[config.mk]
export PLATFORM = sky130hd
export DESIGN_NAME = tmarch_bist
export DESIGN_NICKNAME = d
export VERILOG_FILES = /design/src/rtl/tmarch_pkg.sv /design/src/rtl/tmarch_addr_seq.sv /design/src/rtl/tmarch_misr.sv /design/src/rtl/tmarch_bist.sv
export SDC_FILE = /design/constraint.sdc
export NUM_CORES = 1
export LEC_CHECK = 0
export BUFFER_PORTS_ARGS = -buffer_cell sky130_fd_sc_hd__clkbuf_2
export CELL_PAD_IN_SITES_DETAIL_PLACEMENT = 1
export CELL_PAD_IN_SITES_GLOBAL_PLACEMENT = 1
export CORE_AREA = 10 10 79 81
export DETAILED_ROUTE_END_ITERATION = 16
export DIE_AREA = 0 0 89 91
export PLACE_DENSITY_LB_ADDON = 0.1
export SLEW_MARGIN = 20
export SYNTH_ARGS = -nofsm -noshare
export SYNTH_HDL_FRONTEND = slang
export SYNTH_SLANG_ARGS = --single-unit
[constraint.sdc]
create_clock -name clk -period 4.7 [get_ports clk]
set_input_delay 1.175 -clock clk [delete_from_list [all_inputs] [get_ports clk]]
set_output_delay 1.175 -clock clk [all_outputs]
set_load 0.01 [all_outputs]
[src/rtl/tmarch_pkg.sv]
package tmarch_pkg;

    localparam int NUM_ELEM = 6;
    localparam int ELEM_W   = 3;

    typedef enum logic [2:0] {
        ST_IDLE,
        ST_READ,
        ST_CAPT,
        ST_NEXT,
        ST_DONE
    } tm_state_e;

    // Expected base read value of an element (before XOR with cell content)
    function automatic logic elem_expect(input logic [ELEM_W-1:0] e);
        return (e == 3'd2) || (e == 3'd4);
    endfunction

    // Base write value of an element
    function automatic logic elem_wval(input logic [ELEM_W-1:0] e);
        return (e == 3'd1) || (e == 3'd3);
    endfunction

    // Element performs a write after its read
    function automatic logic elem_writes(input logic [ELEM_W-1:0] e);
        return (e >= 3'd1) && (e <= 3'd4);
    endfunction

    // Element sweeps addresses from high to low
    function automatic logic elem_down(input logic [ELEM_W-1:0] e);
        return (e == 3'd3) || (e == 3'd4);
    endfunction

endpackage

[src/rtl/tmarch_addr_seq.sv]
module tmarch_addr_seq #(
    parameter int AW = 8
) (
    input  logic          clk,
    input  logic          rst_n,
    input  logic          load,
    input  logic          load_down,
    input  logic          step,
    output logic [AW-1:0] addr,
    output logic          at_end
);
    localparam logic [AW-1:0] ADDR_MAX = {AW{1'b1}};

    logic [AW-1:0] addr_q;
    logic          down_q;

    always_ff @(posedge clk or negedge rst_n) begin
        if (!rst_n) begin
            addr_q <= '0;
            down_q <= 1'b0;
        end else if (load) begin
            addr_q <= load_down ? ADDR_MAX : '0;
            down_q <= load_down;
        end else if (step) begin
            addr_q <= down_q ? addr_q - 1'b1 : addr_q + 1'b1;
        end
    end

    assign addr   = addr_q;
    assign at_end = down_q ? (addr_q == '0) : (addr_q == ADDR_MAX);

endmodule

[src/rtl/tmarch_misr.sv]
module tmarch_misr #(
    parameter int            DW   = 8,
    parameter logic [DW-1:0] POLY = 8'h1D,
    parameter logic [DW-1:0] SEED = '1
) (
    input  logic          clk,
    input  logic          rst_n,
    input  logic          clear,
    input  logic          en,
    input  logic [DW-1:0] din,
    output logic [DW-1:0] sig
);
    logic [DW-1:0] sig_q;
    logic [DW-1:0] shifted;

    always_comb begin
        shifted = {sig_q[DW-2:0], 1'b0};
        if (sig_q[DW-1]) begin
            shifted = shifted ^ POLY;
        end
    end

    always_ff @(posedge clk or negedge rst_n) begin
        if (!rst_n) begin
            sig_q <= SEED;
        end else if (clear) begin
            sig_q <= SEED;
        end else if (en) begin
            sig_q <= shifted ^ din;
        end
    end

    assign sig = sig_q;

endmodule

[src/rtl/tmarch_bist.sv]
module tmarch_bist
    import tmarch_pkg::*;
#(
    parameter int            AW   = 8,
    parameter int            DW   = 8,
    parameter logic [DW-1:0] POLY = 8'h1D,
    parameter logic [DW-1:0] SEED = '1
) (
    input  logic          clk,
    input  logic          rst_n,
    input  logic          start,
    output logic          mem_en,
    output logic          mem_we,
    output logic [AW-1:0] mem_addr,
    output logic [DW-1:0] mem_wdata,
    input  logic [DW-1:0] mem_rdata,
    output logic          done,
    output logic          fail
);
    localparam logic [ELEM_W-1:0] LAST_ELEM = ELEM_W'(NUM_ELEM - 1);

    tm_state_e         state_q, state_d;
    logic              pass_q;
    logic [ELEM_W-1:0] elem_q;
    logic [DW-1:0]     pred_q;
    logic              fail_q;

    logic              ag_load, ag_down, ag_step, ag_end;
    logic [AW-1:0]     ag_addr;
    logic              sg_clear, sg_en;
    logic [DW-1:0]     sg_din, sg_sig;

    logic              run_end;
    logic [ELEM_W-1:0] elem_nx;

    tmarch_addr_seq #(.AW(AW)) u_addr (
        .clk      (clk),
        .rst_n    (rst_n),
        .load     (ag_load),
        .load_down(ag_down),
        .step     (ag_step),
        .addr     (ag_addr),
        .at_end   (ag_end)
    );

    tmarch_misr #(.DW(DW), .POLY(POLY), .SEED(SEED)) u_misr (
        .clk  (clk),
        .rst_n(rst_n),
        .clear(sg_clear),
        .en   (sg_en),
        .din  (sg_din),
        .sig  (sg_sig)
    );

    assign run_end = pass_q && (elem_q == LAST_ELEM);
    assign elem_nx = (elem_q == LAST_ELEM) ? '0 : elem_q + 1'b1;

    // state register
    always_ff @(posedge clk or negedge rst_n) begin
        if (!rst_n) begin
            state_q <= ST_IDLE;
            pass_q  <= 1'b0;
            elem_q  <= '0;
            pred_q  <= '0;
            fail_q  <= 1'b0;
        end else begin
            state_q <= state_d;
            unique case (state_q)
                ST_IDLE, ST_DONE: begin
                    if (start) begin
                        pass_q <= 1'b0;
                        elem_q <= '0;
                        fail_q <= 1'b0;
                    end
                end
                ST_NEXT: begin
                    if (run_end) begin
                        fail_q <= (sg_sig != pred_q);
                    end else begin
                        elem_q <= elem_nx;
                        if (elem_q == LAST_ELEM) begin
                            pass_q <= 1'b1;
                            pred_q <= sg_sig;
                        end
                    end
                end
                default: ;
            endcase
        end
    end

    // next state
    always_comb begin
        state_d = state_q;
        unique case (state_q)
            ST_IDLE: if (start) state_d = ST_READ;
            ST_READ: state_d = ST_CAPT;
            ST_CAPT: state_d = ag_end ? ST_NEXT : ST_READ;
            ST_NEXT: state_d = run_end ? ST_DONE : ST_READ;
            ST_DONE: if (start) state_d = ST_READ;
            default: state_d = ST_IDLE;
        endcase
    end

    // outputs and datapath controls
    always_comb begin
        mem_en    = 1'b0;
        mem_we    = 1'b0;
        mem_wdata = mem_rdata ^ {DW{elem_expect(elem_q) ^ elem_wval(elem_q)}};
        ag_load   = 1'b0;
        ag_down   = 1'b0;
        ag_step   = 1'b0;
        sg_clear  = 1'b0;
        sg_en     = 1'b0;
        sg_din    = pass_q ? mem_rdata : (mem_rdata ^ {DW{elem_expect(elem_q)}});
        unique case (state_q)
            ST_IDLE, ST_DONE: begin
                if (start) begin
                    ag_load  = 1'b1;
                    ag_down  = elem_down('0);
                    sg_clear = 1'b1;
                end
            end
            ST_READ: mem_en = 1'b1;
            ST_CAPT: begin
                sg_en   = 1'b1;
                mem_we  = pass_q && elem_writes(elem_q);
                ag_step = !ag_end;
            end
            ST_NEXT: begin
                if (!run_end) begin
                    ag_load  = 1'b1;
                    ag_down  = elem_down(elem_nx);
                    sg_clear = (elem_q == LAST_ELEM);
                end
            end
            default: ;
        endcase
    end

    assign mem_addr = ag_addr;
    assign done     = (state_q == ST_DONE);
    assign fail     = done && fail_q;

endmodule

### Word-level counts from Yosys, hierarchy flattened

Cells that the tools add are included.

| storage, ports and cells | value |
|---|---|
| register bits after elaboration | 33 |
| bits of input ports | 11 |
| logic and storage cells | 88 |

| cells by class | value |
|---|---|
| add/sub/neg operators | 3 |
| order comparisons | 2 |
| eq/ne operators | 17 |
| mux-type cells | 34 |
| bitwise gates (word level) | 6 |
| reductions and logical operators | 18 |

Operator list:

| cell | count |
|---|---|
| $mux W8 | 7 |
| $xor A8 B8 Y8 | 3 |
| $eq A3 B2 Y1 const B | 5 |
| $mux W3 | 5 |
| $mux W1 | 14 |
| $eq A3 B3 Y1 const B | 4 |
| $pmux W3 S4 | 1 |
| $reduce_and A3 Y1 | 3 |
| $add A8 B1 Y8 const B | 1 |
| $eq A8 B8 Y1 const B | 1 |
| $logic_not A8 Y1 | 1 |
| $ne A8 B8 Y1 | 1 |
| $pmux W1 S2 | 4 |
| $sub A8 B1 Y8 const B | 1 |
| $eq A3 B1 Y1 const B | 2 |
| $ne A2 B2 Y1 const B | 3 |
| $pmux W3 S2 | 1 |
| $reduce_bool A2 Y1 | 3 |
| $mux W5 | 1 |
| $logic_and A1 B1 Y1 | 4 |
| $not A4 Y4 | 1 |
| $reduce_and A4 Y1 | 1 |
| $add A3 B1 Y3 const B | 1 |
| $ge A3 B1 Y1 const B | 1 |
| other kinds (9) | 11 |

### Logic depth before layout (Yosys ltp)

| depth | value |
|---|---|
| depth in word-level cells | 8 |
| mapped depth | 8 |
| depth with buffers taken out | 7 |

### By module

Synthesis repeated with hierarchy kept, for this count alone.

| unflattened totals | value |
|---|---|
| cell total of the unflattened synthesis | 207 |
| area total of the unflattened synthesis | 2154.6 um^2 |

Modules (own cells, without submodules):

| module | instances | cells an instance | area an instance (um^2) | sequential area each (um^2) |
|---|---|---|---|---|
| tmarch_bist | 1 | 93 | 1023.5 | 400.4 |
| tmarch_addr_seq | 1 | 80 | 676.9 | 225.2 |
| tmarch_misr | 1 | 34 | 454.2 | 210.2 |

### Worst setup path before layout

No wires, ideal clock.

| timing path | value |
|---|---|
| path kind | reg-to-output |
| from | reg elem_q[0] |
| to | out mem_wdata[0] |
| arrival time | 1575 ps |
| data required time | 3525 ps |
| setup slack | 1950 ps |
| stages on the path, launching flop included | 8 |
| buffers on the path | 1 |
| cell sequence | dfrtp_1 -> buf_2 -> and2_1 -> ha_1 -> nor3_1 -> a21oi_1 -> nand2_1 -> xor2_1 |

| on the way | value |
|---|---|
| word-level cells in the longest chain between the ends | 4 |
| elaborated cells between the ends (all ways) | 8 |
| classes of those cells | 4 x eq/ne; 2 x bitwise; 2 x reduce/logical |

RTL lines:

| what | RTL line | text |
|---|---|---|
| start, declared | tmarch_bist.sv:24 | `logic [ELEM_W-1:0] elem_q;` |
| start signal, assigned | tmarch_bist.sv:80 | `elem_q <= elem_nx;` |
| $eq A3 B2 Y1, or another cell as far along | tmarch_pkg.sv:16 | `return (e == 3'd2) \|\| (e == 3'd4);` |
| $logic_or A1 B1 Y1 (on tied branches) | tmarch_pkg.sv:16, tmarch_pkg.sv:21 |  |
| $xor A1 B1 Y1 * | tmarch_bist.sv:109 | `mem_wdata = mem_rdata ^ {DW{elem_expect(elem_q) ^ elem_wval(elem_q)}};` |
| $xor A8 B8 Y8 * | tmarch_bist.sv:109 |  |
| end, declared | tmarch_bist.sv:15 | `output logic [DW-1:0] mem_wdata,` |

Mark *: on every way between the ends. The rest lies on a longest branch, timed or not.

### Worst setup path in the final report

Same ends and word-level chain as after synthesis.

==> flow_summary_export.csv <==
group,metric,value,unit
outcome,status,"finished, final reports clean",
placement,globalplace.congestion,0.805,
cts,cts_resized,0,
hold_path,hold_path_class,"reg2reg",
drt,vias,1695,
placement,port_buffers,30,
timing,fin_tns_setup,0,ns
placement,place_inst,296,
cts,clock_path_buffers,2,
cells_and_area,fin_util,52.9,%
timing,max-slew-margin-rel,44.4,%
hold_path,holdPathEnd,"fail_q",
cts,clock_latency,0.29,ns
cells_and_area,final_cells,304,
cts,ctsRootBufferMaster,"clkbuf_8",
cts,postCtsSetupBuffers,0,
cts,postCtsHoldBufs,0,
setup_path,start_kind,"flop",
cells_and_area,final_common_cell,"clkbuf_2",
setup_path,reg2reg_to,"u_addr.addr[7]",
hold_path,hold_start,"fail_q",
timing,setup_viol,0,
synthesis,yosysSeqAreaShare,38.4,%
die,die_area,8100,µm²
drt,first_iter_violations,39,
synthesis,postSynthCellCount,219,
timing,finalCritPeriodShare,70.3,%
cells_and_area,antennaDiodeCount,0,
setup_path,critPathCaptureType,"output port",
hold_path,holdPathStages,1,
timing,tightestPinTransition,0.833,ns
setup_path,cp.arrival,2.13,ns
timing,drv_slew,0,
setup_path,rr_startpoint,"u_addr.down_q",
cells_and_area,layout_common_cells,"30 x clkbuf_2, 25 x dfrtp_1, 21 x nor2_1",
cells_and_area,seqCellArea,836,µm²
synthesis,yosysWarnings,0,
grt,grt_max_degree,34,
drt,via_per_inst,5.58,
synthesis,synth_area_per_cell,9.95,µm²
synthesis,syn_area,2180,µm²
synthesis,async_reset_ff_share,100,%
die,ioPinCount,31,
cells_and_area,multiInputGateArea,1270,µm²
die,start_util,46.7,%
cells_and_area,fill_cells,544,
grt,grt.total_usage,14.3,%
timing,clock.fmax,303,MHz
cells_and_area,drive_gt1_share,25.6,%
setup_path,reg2reg_depth,6,
setup_path,crit_type,"reg2out",
synthesis,synth_seq_cells,33,
die,coreArea,4660,µm²
drt,firstDrtPassIters,4,
drt,route.detailed.drc,0,
cts,cts_sinks,33,
grt,grt_pass1_vias,1771,
synthesis,synth-main-ff-cell,"dfrtp_1",
cts,htreeDepth,2,
grt,overflow,0,
grt,grt_first_pass_wirelength,9120,µm
synthesis,syn_nets,238,
setup_path,crit_required,3.52,ns
timing,rsz0062_at_grt,"false",
timing,finalCriticalPeriod,3.31,ns
setup_path,critPathLaunch,"elem_q[0]",
drt,wl_per_cell,17.8,µm
timing,hold_violations,0,
cells_and_area,area_growth,13.2,%
setup_path,crit_fanout,11,
timing,skew,0.00663,ns
grt,antenna_found_initial,0,
drt,wirelength,5420,µm
flow_run,cap_violations,0,
cells_and_area,final_net_count,268,
placement,hpwl,4100,µm
power_and_ir_drop,leakagePower,1.16,nW
cts,cts_tree,"built",
drt,final_antenna_net_count,0,
synthesis,ys_types,48,
placement,dpl_worst_slack,1.68,ns
die,die_width,89,µm
cts,cts.clk_slew.worst_paths,0.07,ns
synthesis,synth_edf_count,0,
power_and_ir_drop,vdd_drop_max,0.313,mV
die,rows,25,
setup_path,reg2reg_slack,2.40,ns
timing,finalWorstSetupSlack,1.39,ns
power_and_ir_drop,p_per_area,764,nW/µm²
cts,cts_buffers,5,
die,die_height,91,µm
power_and_ir_drop,finalPower,1.88,mW
-- layer usage --
metal  routed length, µm  track usage, %  vias to the layer above
met5                   0               0                        -
met4                  65            4.38                        0
met3                 229            4.11                        7
met2                2590            22.3                       31
met1                2540            18.6                      825
li1                    -               -                      832
-- layout make-up --
type | instances | area share [%]
Timing Repair Buffer | 31 | 6.39
Inverter | 6 | 0.913
Tap cell | 54 | 2.74
Sequential cell | 33 | 33.9
Clock inverter | 1 | 1.22
Clock buffer | 7 | 3.50
Multi-Input combinational cell | 172 | 51.3
-- worst max-delay path by stage --
stage / to / slack (ns)
after floorplan: mem_wdata[0] / 1.95
after global placement: mem_wdata[1] / 1.74
after detailed placement: mem_wdata[0] / 1.68
after CTS: mem_wdata[0] / 1.35
after global routing: mem_wdata[0] / 1.17
final: mem_wdata[0] / 1.39
-- synthesized netlist by cell type, types with 4 or more instances --
master    count  area, µm²
nand2_1      16       60.1
nor2_1       21       78.8
a21oi_1      12       60.1
o211a_1       4       40.0
xnor2_1      17        149
nor4_1        4       25.0
ha_1          7       87.6
mux2_2       10        113
xor2_1       20        175
nand2b_1      4       25.0
o21ai_0       8       40.0
inv_1         6       22.5
dfrtp_1      25        626
dfstp_2       8        210
-- worst max-delay path, stage by stage, from the launching register on --
cell,delay [ns]
dfrtp_1,0.49
and2_1,0.19
ha_1,0.20
nor3_1,0.17
a21oi_1,0.06
nand2_1,0.38
xor2_1,0.20
clkbuf_2,0.16
-- state kept, by name (all words and copies together) (netlist names) --
name and cells:
elem_q 3, fail_q 1, state_q 3, u_addr.down_q 1, pred_q 8, u_addr.addr 8, u_misr.sig 8, pass_q 1
-- power breakdown --
part	switching [mW]	internal, mW
Combinational	0.565	0.456
Sequential	0.160	0.424
Clock	0.107	0.173
-- metrics by stage --
| step | cell area [µm²] | hold slack (ns) |
|---|---|---|
| global route | 2470 | 0.542 |
| floorplan | 2180 | 0.458 |
| global placement | 2350 | 0.500 |
| CTS | 2470 | 0.520 |
| finish | 2470 | 0.516 |
| detailed placement | 2350 | 0.505 |
-- cells by family (layout without fill, tap and decap cells) --
group / after synthesis / in the layout / synth area share [%]
AO/OA/AOI/OAI: 41 / 41 / 13.0
XOR/XNOR: 38 / 38 / 16.1
adder cells (fa/ha/maj): 8 / 8 / 4.94
buffers and inverters: 14 / 45 / 3.50
flip-flops: 33 / 33 / 38.4
multiplexers: 12 / 12 / 6.09
AND/OR/NAND/NOR: 73 / 73 / 17.9
No activity file was read; power rests on OpenSTA's default activity.
